==> src/rtl/asram_pkg.sv <==
`timescale 1ns/1ps
// Package: shared state type and the nanosecond-to-cycle conversion
// used by the asynchronous SRAM controller. Assumes positive clock period.
package asram_pkg;

    typedef enum logic [2:0] {
        ST_IDLE,
        ST_WSET,
        ST_WPUL,
        ST_WHLD,
        ST_RD
    } asram_state_e;

    function automatic int imax(input int a, input int b);
        return (a > b) ? a : b;
    endfunction

    // Round a nanosecond limit up to whole clock cycles, never below one.
    function automatic int ns2cyc(input int ns, input int clk_ns);
        if (ns <= 0) return 1;
        return imax(1, (ns + clk_ns - 1) / clk_ns);
    endfunction

endpackage

==> src/rtl/asram_timer.sv <==
`timescale 1ns/1ps
// Module: asram_timer
// Down counter that times each strobe phase. A load sets the count; it
// then decrements to zero and holds. Also exposes the next-cycle count so
// the caller can register outputs that depend on it.
module asram_timer #(
    parameter int CNT_W = 4
) (
    input  logic             clk,
    input  logic             rst_n,
    input  logic             load,
    input  logic [CNT_W-1:0] load_val,
    output logic [CNT_W-1:0] cnt_nxt,
    output logic             expired
);

    logic [CNT_W-1:0] cnt;

    // Next count: load wins, otherwise count down and stop at zero.
    always_comb begin
        if (load)
            cnt_nxt = load_val;
        else if (cnt != '0)
            cnt_nxt = cnt - 1'b1;
        else
            cnt_nxt = cnt;
    end

    // Count register.
    always_ff @(posedge clk) begin
        if (!rst_n)
            cnt <= '0;
        else
            cnt <= cnt_nxt;
    end

    assign expired = (cnt == '0);

    // phases last exactly their loaded length
    a_r6_count_down: assert property (@(posedge clk) disable iff (!rst_n)
        (!load && !expired) |=> (cnt == $past(cnt) - 1'b1));

endmodule

==> src/rtl/asram_datapath.sv <==
`timescale 1ns/1ps
// Module: asram_datapath
// Holds the address and write data of the accepted request for the whole
// access, and captures read data on command. Assumes accept only in idle.
module asram_datapath #(
    parameter int ADDR_W = 18,
    parameter int DATA_W = 4
) (
    input  logic              clk,
    input  logic              rst_n,
    input  logic              accept,
    input  logic [ADDR_W-1:0] addr_in,
    input  logic [DATA_W-1:0] wdata_in,
    input  logic              capture,
    input  logic [DATA_W-1:0] dq_in,
    output logic [ADDR_W-1:0] mem_addr,
    output logic [DATA_W-1:0] dq_out,
    output logic [DATA_W-1:0] rdata
);

    logic [ADDR_W-1:0] addr_q;
    logic [DATA_W-1:0] wdata_q;
    logic [DATA_W-1:0] rdata_q;

    // Latch the request fields when it is accepted.
    always_ff @(posedge clk) begin
        if (!rst_n) begin
            addr_q  <= '0;
            wdata_q <= '0;
        end else if (accept) begin
            addr_q  <= addr_in;
            wdata_q <= wdata_in;
        end
    end

    // Sample the memory bus at the end of a read.
    always_ff @(posedge clk) begin
        if (!rst_n)
            rdata_q <= '0;
        else if (capture)
            rdata_q <= dq_in;
    end

    assign mem_addr = addr_q;
    assign dq_out   = wdata_q;
    assign rdata    = rdata_q;

endmodule

==> src/rtl/asram_ctrl.sv <==
`timescale 1ns/1ps
// Module: asram_ctrl
// Sequences single-word accesses to an asynchronous SRAM. All memory
// strobes come from flops that are loaded from the next-state decode, so they
// carry no decode glitches. Assumes the nanosecond limits are met by whole
// cycles and that pad and board delays fit inside the rounding margin.
module asram_ctrl
    import asram_pkg::*;
#(
    parameter int ADDR_W    = 18,
    parameter int DATA_W    = 4,
    parameter int CLK_NS    = 4,
    parameter int T_AA_NS   = 15,
    parameter int T_RC_NS   = 15,
    parameter int T_WC_NS   = 15,
    parameter int T_PWE_NS  = 12,
    parameter int T_SCE_NS  = 12,
    parameter int T_SD_NS   = 8,
    parameter int T_HZWE_NS = 7
) (
    input  logic              clk,
    input  logic              rst_n,
    input  logic              req,
    input  logic              req_we,
    input  logic [ADDR_W-1:0] req_addr,
    input  logic [DATA_W-1:0] req_wdata,
    output logic              ready,
    output logic              done,
    output logic [DATA_W-1:0] rdata,
    output logic [ADDR_W-1:0] mem_addr,
    output logic              mem_ce_n,
    output logic              mem_oe_n,
    output logic              mem_we_n,
    output logic [DATA_W-1:0] mem_dq_o,
    output logic              mem_dq_oe,
    input  logic [DATA_W-1:0] mem_dq_i
);

    // Cycle counts derived from the nanosecond limits.
    localparam int RD_CYC  = imax(ns2cyc(T_AA_NS, CLK_NS), ns2cyc(T_RC_NS, CLK_NS));
    localparam int HZ_CYC  = ns2cyc(T_HZWE_NS, CLK_NS);
    localparam int SD_CYC  = ns2cyc(T_SD_NS, CLK_NS);
    localparam int PUL_CYC = imax(imax(ns2cyc(T_PWE_NS, CLK_NS), HZ_CYC + SD_CYC),
                                  imax(ns2cyc(T_SCE_NS, CLK_NS) - 1,
                                       ns2cyc(T_WC_NS, CLK_NS) - 2));
    localparam int CNT_W   = $clog2(imax(RD_CYC, PUL_CYC) + 1) + 1;
    localparam logic [CNT_W-1:0] RD_LOAD  = CNT_W'(RD_CYC - 1);
    localparam logic [CNT_W-1:0] PUL_LOAD = CNT_W'(PUL_CYC - 1);
    localparam logic [CNT_W-1:0] DRV_LAST = CNT_W'(PUL_CYC - 1 - HZ_CYC);

    asram_state_e     state_q, state_d;
    logic             load;
    logic [CNT_W-1:0] load_val;
    logic [CNT_W-1:0] cnt_nxt;
    logic             expired;
    logic             accept;
    logic             capture;
    logic             done_d;

    logic ce_n_q, oe_n_q, we_n_q, dq_oe_q, done_q;

    // Phase timer shared by read and write sequences.
    asram_timer #(.CNT_W(CNT_W)) u_timer (
        .clk      (clk),
        .rst_n    (rst_n),
        .load     (load),
        .load_val (load_val),
        .cnt_nxt  (cnt_nxt),
        .expired  (expired)
    );

    // Address, write data and read capture registers.
    asram_datapath #(.ADDR_W(ADDR_W), .DATA_W(DATA_W)) u_dp (
        .clk      (clk),
        .rst_n    (rst_n),
        .accept   (accept),
        .addr_in  (req_addr),
        .wdata_in (req_wdata),
        .capture  (capture),
        .dq_in    (mem_dq_i),
        .mem_addr (mem_addr),
        .dq_out   (mem_dq_o),
        .rdata    (rdata)
    );

    // Next-state and phase-timer control.
    always_comb begin
        state_d  = state_q;
        load     = 1'b0;
        load_val = '0;
        accept   = 1'b0;
        capture  = 1'b0;
        done_d   = 1'b0;
        case (state_q)
            ST_IDLE: begin
                if (req) begin
                    accept = 1'b1;
                    load   = 1'b1;
                    if (req_we) begin
                        state_d = ST_WSET;
                    end else begin
                        state_d  = ST_RD;
                        load_val = RD_LOAD;
                    end
                end
            end
            ST_WSET: begin
                state_d  = ST_WPUL;
                load     = 1'b1;
                load_val = PUL_LOAD;
            end
            ST_WPUL: begin
                if (expired) state_d = ST_WHLD;
            end
            ST_WHLD: begin
                state_d = ST_IDLE;
                done_d  = 1'b1;
            end
            ST_RD: begin
                if (expired) begin
                    state_d = ST_IDLE;
                    capture = 1'b1;
                    done_d  = 1'b1;
                end
            end
            default: state_d = ST_IDLE;
        endcase
    end

    // State register.
    always_ff @(posedge clk) begin
        if (!rst_n)
            state_q <= ST_IDLE;
        else
            state_q <= state_d;
    end

    // Strobe and bus-enable flops, loaded from the next-state decode.
    always_ff @(posedge clk) begin
        if (!rst_n) begin
            ce_n_q  <= 1'b1;
            oe_n_q  <= 1'b1;
            we_n_q  <= 1'b1;
            dq_oe_q <= 1'b0;
            done_q  <= 1'b0;
        end else begin
            ce_n_q  <= (state_d == ST_IDLE);
            oe_n_q  <= (state_d != ST_RD);
            we_n_q  <= (state_d != ST_WPUL);
            dq_oe_q <= ((state_d == ST_WPUL) && (cnt_nxt <= DRV_LAST)) ||
                       (state_d == ST_WHLD);
            done_q  <= done_d;
        end
    end

    assign ready     = (state_q == ST_IDLE);
    assign done      = done_q;
    assign mem_ce_n  = ce_n_q;
    assign mem_oe_n  = oe_n_q;
    assign mem_we_n  = we_n_q;
    assign mem_dq_oe = dq_oe_q;

    // write-enable low only inside chip select
    a_r4_we_inside_ce: assert property (@(posedge clk) disable iff (!rst_n)
        !mem_we_n |-> (!mem_ce_n && mem_oe_n));
    // address held for the whole selected window
    a_r4_addr_stable: assert property (@(posedge clk) disable iff (!rst_n)
        (!mem_ce_n && !$past(mem_ce_n)) |-> $stable(mem_addr));
    // no drive while the memory may drive
    a_r5_no_contention: assert property (@(posedge clk) disable iff (!rst_n)
        mem_dq_oe |-> (mem_oe_n && !mem_ce_n));
    // the first write-enable-low cycle leaves the bus floating
    a_r5_float_first: assert property (@(posedge clk) disable iff (!rst_n)
        $fell(mem_we_n) |-> !mem_dq_oe);
    // data still driven in the cycle after write-enable rises
    a_r6_hold_after_rise: assert property (@(posedge clk) disable iff (!rst_n)
        ($rose(mem_we_n) && !mem_ce_n) |-> mem_dq_oe);
    // bus and chip released one cycle later
    a_r6_release: assert property (@(posedge clk) disable iff (!rst_n)
        ($rose(mem_we_n) && !mem_ce_n) |=> (!mem_dq_oe && mem_ce_n));
    // idle means deselected
    a_r7_idle_deselect: assert property (@(posedge clk) disable iff (!rst_n)
        ready |-> mem_ce_n);
    // no new request while the chip is selected
    a_r2_busy_not_ready: assert property (@(posedge clk) disable iff (!rst_n)
        !mem_ce_n |-> !ready);
    // completion pulse lasts one cycle
    a_r8_done_single: assert property (@(posedge clk) disable iff (!rst_n)
        done |=> !done);

endmodule

==> config.mk <==
export PLATFORM = sky130hd
export DESIGN_NAME = asram_ctrl
export DESIGN_NICKNAME = d
export VERILOG_FILES = /design/src/rtl/asram_pkg.sv /design/src/rtl/asram_timer.sv /design/src/rtl/asram_datapath.sv /design/src/rtl/asram_ctrl.sv
export SDC_FILE = /design/constraint.sdc
export NUM_CORES = 1
export LEC_CHECK = 0
export ABC_CLOCK_PERIOD_IN_PS = 2200
export BUFFER_PORTS_ARGS = -buffer_cell sky130_fd_sc_hd__buf_2
export CAP_MARGIN = 20
export CELL_PAD_IN_SITES_DETAIL_PLACEMENT = 1
export CELL_PAD_IN_SITES_GLOBAL_PLACEMENT = 1
export CORE_MARGIN = 4
export CORE_UTILIZATION = 34
export CTS_CLUSTER_DIAMETER = 150
export CTS_CLUSTER_SIZE = 28
export DETAILED_ROUTE_END_ITERATION = 7
export PLACE_DENSITY_LB_ADDON = 0.1
export SYNTH_ARGS = -nofsm -noshare
export SYNTH_HDL_FRONTEND = slang
export SYNTH_SLANG_ARGS = --single-unit
export TNS_END_PERCENT = 10
==> constraint.sdc <==
create_clock -name clk -period 2.2 [get_ports clk]
set_input_delay 0.44 -clock clk [delete_from_list [all_inputs] [get_ports clk]]
set_output_delay 0.44 -clock clk [all_outputs]
set_load 0.02 [all_outputs]
==> summary.md <==
| Metric | Value |
|---|---|
| Worst hold path stage count | 3 |
| Post-synth design cell area | 0.001546 sq mm |
| Critical Path AT | between 1.5 and 2 ns |
| First-pass detailed-route iteration total | 3 |
| Status | finished clean |
| Share of cells above drive strength 1 | 0.3176 |
| Most frequent cells in the layout | buf_2 (61), nand2_1 (47), dfxtp_1 (38) |
| Final Cycle Share | 0.8205 |
| Clk buf depth | 2 |
| Final Skew | between 0.008 and 0.009 ns |
| Routed Antenna Nets | 0 |
| TNS Setup | 0 ns |
| Total CTS buffers | 5 |
| Routed wire per std cell | 13.62 um |
| Hold_buf cts | 0 |
| CP Launch Type | flip-flop |
| Yosys warning total | 0 |
| Initial antenna violation count | 0 |
| CP Capture Type | flip-flop |
| Largest net degree at the start of global routing | 34 |
| Vias | 1377 |
| Crit path required time | 2.37 ns |
| Tot GR Track Use | 0.1480 |
| Fillers | 559 |
| Seq/Total Area, Yosys | 0.4919 |
| Syn Inst Count | around 170 |
| Diodes inserted | 0 |
| Leak Pwr | 0.9074 nW |
| 1st-iter DRT viols | 50 |
| Worst vdd ir | 0.4044 mV |
| Power Density | 869.9 mW/mm^2 |
| H-tree depth | 2 |
| Row count | 24 |
| Crit Path Class | reg -> reg |
| Largest area contributor in the netlist | dfxtp_1 |
| Full die area | 0.005691 sq mm |
| TritonCTS sink count | 38 |
| Die Span X | 75.44 um |
| DP Worst Slack | 0.3827 ns |
| Worst-path maximum fanout | 5 |
| First-pass GRT wire length | 6368 um |
| Worst slew margin | 0.7152 |
| Synth top area share | 0.4919 |
| Tot Pwr | 0.001704 W |
| Post-DR vias/cell | 4.832 |
| Hold Startpoint | req_addr[10] |
| Slowest cell on the critical path | nor3b_2 |
| Post-synth cell types | 35 |
| Vias in the first global route | 1432 |
| Tmin final | around 1.8 ns |
| Synth area leaders | dfxtp_1 (49%), nand2_1 (11%), a21boi_0 (11%) |
| Fin worst setup slack | about 0.39 ns |
| Syn Nets | roughly 200 |
| Commonest non-fill, non-tap cell in the layout | buf_2 |
| Unrepaired setup endpoints after global routing | no |
| Slowest stage delay, CP | ~0.40 ns |
| FF-to-FF setup slack | 0.39 ns |
| Initial Utilization | 0.3527 |
| Worst R2R Path Depth | 6 |
| Area Growth Syn to Fin | 26.70% |
| Number of port buffers | 61 |
| Final nets | 263 |
| Mean post-synth cell area | 8.939 sq um |
| CTS root buffer | clkbuf_8 |
| CTS tree | yes |
| Hpwl dp | 2848 um |
| DRC violations left | 0 |
| Post-CTS sizing | 0 |
| Final setup fails | 0 |
| FF-to-FF End | u_dp.rdata[3]$_SDFFE_PN0P_ |
| Hold endpoint | u_dp.mem_addr[10]$_SDFFE_PN0P_ |
| Setup Buffers After CTS | 0 |
| Total wire length | 3882 um |
| Worst r2r src | u_timer.cnt[0]$_SDFF_PN0_ |
| IO Pins | 62 |
| Max-slew violation count | 0 |
| Final Hold Vio Count | 0 |
| DIE HEIGHT | 75.44 um |
| Worst Max-Slew Pin Slew | 0.4263 ns |
| Crit-path cells | inv_1, ha_1, nor3b_2, nand3_1, mux2i_1, nor2b_1 |
| GRT overflow | 0 |
| Core box area | 0.004384 sq mm |
| Clock transition at path regs | approximately 0.08 ns |
| Worst-Skew Late Latency | slightly below 0.3 ns |
| Hold Path Class | in -> reg |
| Number of max-cap violations | 0 |
| Gpl congestion | around 0.76 |
| Fmax | 554.0 MHz |
| FF+latch count, synth | 38 |
==> worst max-delay path by stage <==
stage | start | endpoint | slack [ns]
floorplan | state_q[0]$_SDFF_PN0_ | u_dp.dq_out[0]$_SDFFE_PN0P_ | 0.52
global placement | u_timer.cnt[0]$_SDFF_PN0_ | u_dp.rdata[2]$_SDFFE_PN0P_ | 0.52
detailed placement | u_timer.cnt[0]$_SDFF_PN0_ | u_dp.rdata[2]$_SDFFE_PN0P_ | 0.38
CTS | u_timer.cnt[0]$_SDFF_PN0_ | u_dp.rdata[2]$_SDFFE_PN0P_ | 0.37
global route | u_timer.cnt[0]$_SDFF_PN0_ | u_dp.rdata[1]$_SDFFE_PN0P_ | 0.17
finish | u_timer.cnt[0]$_SDFF_PN0_ | u_dp.rdata[3]$_SDFFE_PN0P_ | 0.39
==> where the power goes <==
part / switching, W / internal [W] / total, W
clock network: 0.000233 / 0.000253 / 0.000486
logic: 0.000246 / 0.000170 / 0.000416
registers: 0.0000491 / 0.000753 / 0.000802
==> flip-flops by register name, indices dropped and copies added, names as in the netlist <==
register	count
u_timer.cnt	4
mem_dq_oe	1
u_dp.mem_addr	18
done	1
mem_we_n	1
mem_oe_n	1
state_q	3
mem_ce_n	1
u_dp.rdata	4
u_dp.dq_out	4
==> cells in the mapped netlist <==
| master | count |
|---|---|
| nand2_1 | 47 |
| dfxtp_1 | 38 |
| a21boi_0 | 23 |
| buf_2 | 6 |
| inv_1 | 6 |
| mux2i_1 | 5 |
| and2_1 | 4 |
| nor2b_1 | 4 |
| nor3_1 | 4 |
| a21oi_1 | 3 |
| clkbuf_1 | 3 |
| nor2_1 | 3 |
| buf_6 | 2 |
| nand2b_1 | 2 |
| o21ai_0 | 2 |
| xnor2_1 | 2 |
| a211o_1 | 1 |
| a211oi_1 | 1 |
| a21boi_1 | 1 |
| and2_0 | 1 |
| and3_1 | 1 |
| and3b_1 | 1 |
| ha_1 | 1 |
| nand3_1 | 1 |
| nand3b_1 | 1 |
| nor3b_1 | 1 |
| nor3b_2 | 1 |
| nor4_1 | 1 |
| nor4b_1 | 1 |
| o211ai_2 | 1 |
| o21bai_1 | 1 |
| o311ai_1 | 1 |
| or3_1 | 1 |
| or4b_2 | 1 |
| or4b_4 | 1 |
==> layer usage <==
| layer | track usage | part of all wire | vias up |
|---|---|---|---|
| met3 | 0.04881 | 0.070 | 5 |
| li1 | - | - | 688 |
| met5 | 0 | 0 | - |
| met2 | 0.2637 | 0.52 | 37 |
| met4 | 0.06019 | 0.011 | 0 |
| met1 | 0.1609 | 0.40 | 647 |
==> stage by stage <==
stage                     hold slack [ns]  instance area (sq um)  cells    util
after floorplan                    0.5010                   1546    173       -
after global placement             0.4461                   1868    277  0.4261
after detailed placement           0.4556                   1868    277  0.4261
after CTS                          0.3900                   1959    285  0.4469
after global routing               0.3913                   1959    285  0.4469
final                              0.4010                   1959    285  0.4469
==> cell type report <==
cell class | instances | area [sq um] | share of cell area
Tap cell | 52 | 65.06 | 0.03321
Clock inverter | 1 | 5.005 | 0.002554
Multi-Input combinational cell | 118 | 699.4 | 0.3570
Inverter | 6 | 22.52 | 0.01149
Clock buffer | 7 | 86.33 | 0.04406
Sequential cell | 38 | 760.7 | 0.3883
Timing Repair Buffer | 63 | 320.3 | 0.1635
==> cell families (layout without fill, tap and decap cells) <==
group | Yosys count | in the layout | share of synthesized area
multiplexers | 5 | 5 | 0.03236
adder cells (fa/ha/maj) | 1 | 1 | 0.008089
buffers and inverters | 17 | 77 | 0.05582
AND/OR/NAND/NOR | 76 | 76 | 0.2387
XOR/XNOR | 2 | 2 | 0.01133
flip-flops | 38 | 38 | 0.4919
AO/OA/AOI/OAI | 34 | 34 | 0.1618
==> worst max-delay path, delay by kind of cell, from the launching register on <==
family | cells | cell delay, ns
muxes | 1 | 0.23
buffers and inverters | 1 | 0.10
adders and majority gates | 1 | 0.24
and+or+nand+nor | 3 | 0.77
DFF | 1 | 0.34
No activity file was read; power rests on OpenSTA's default activity.
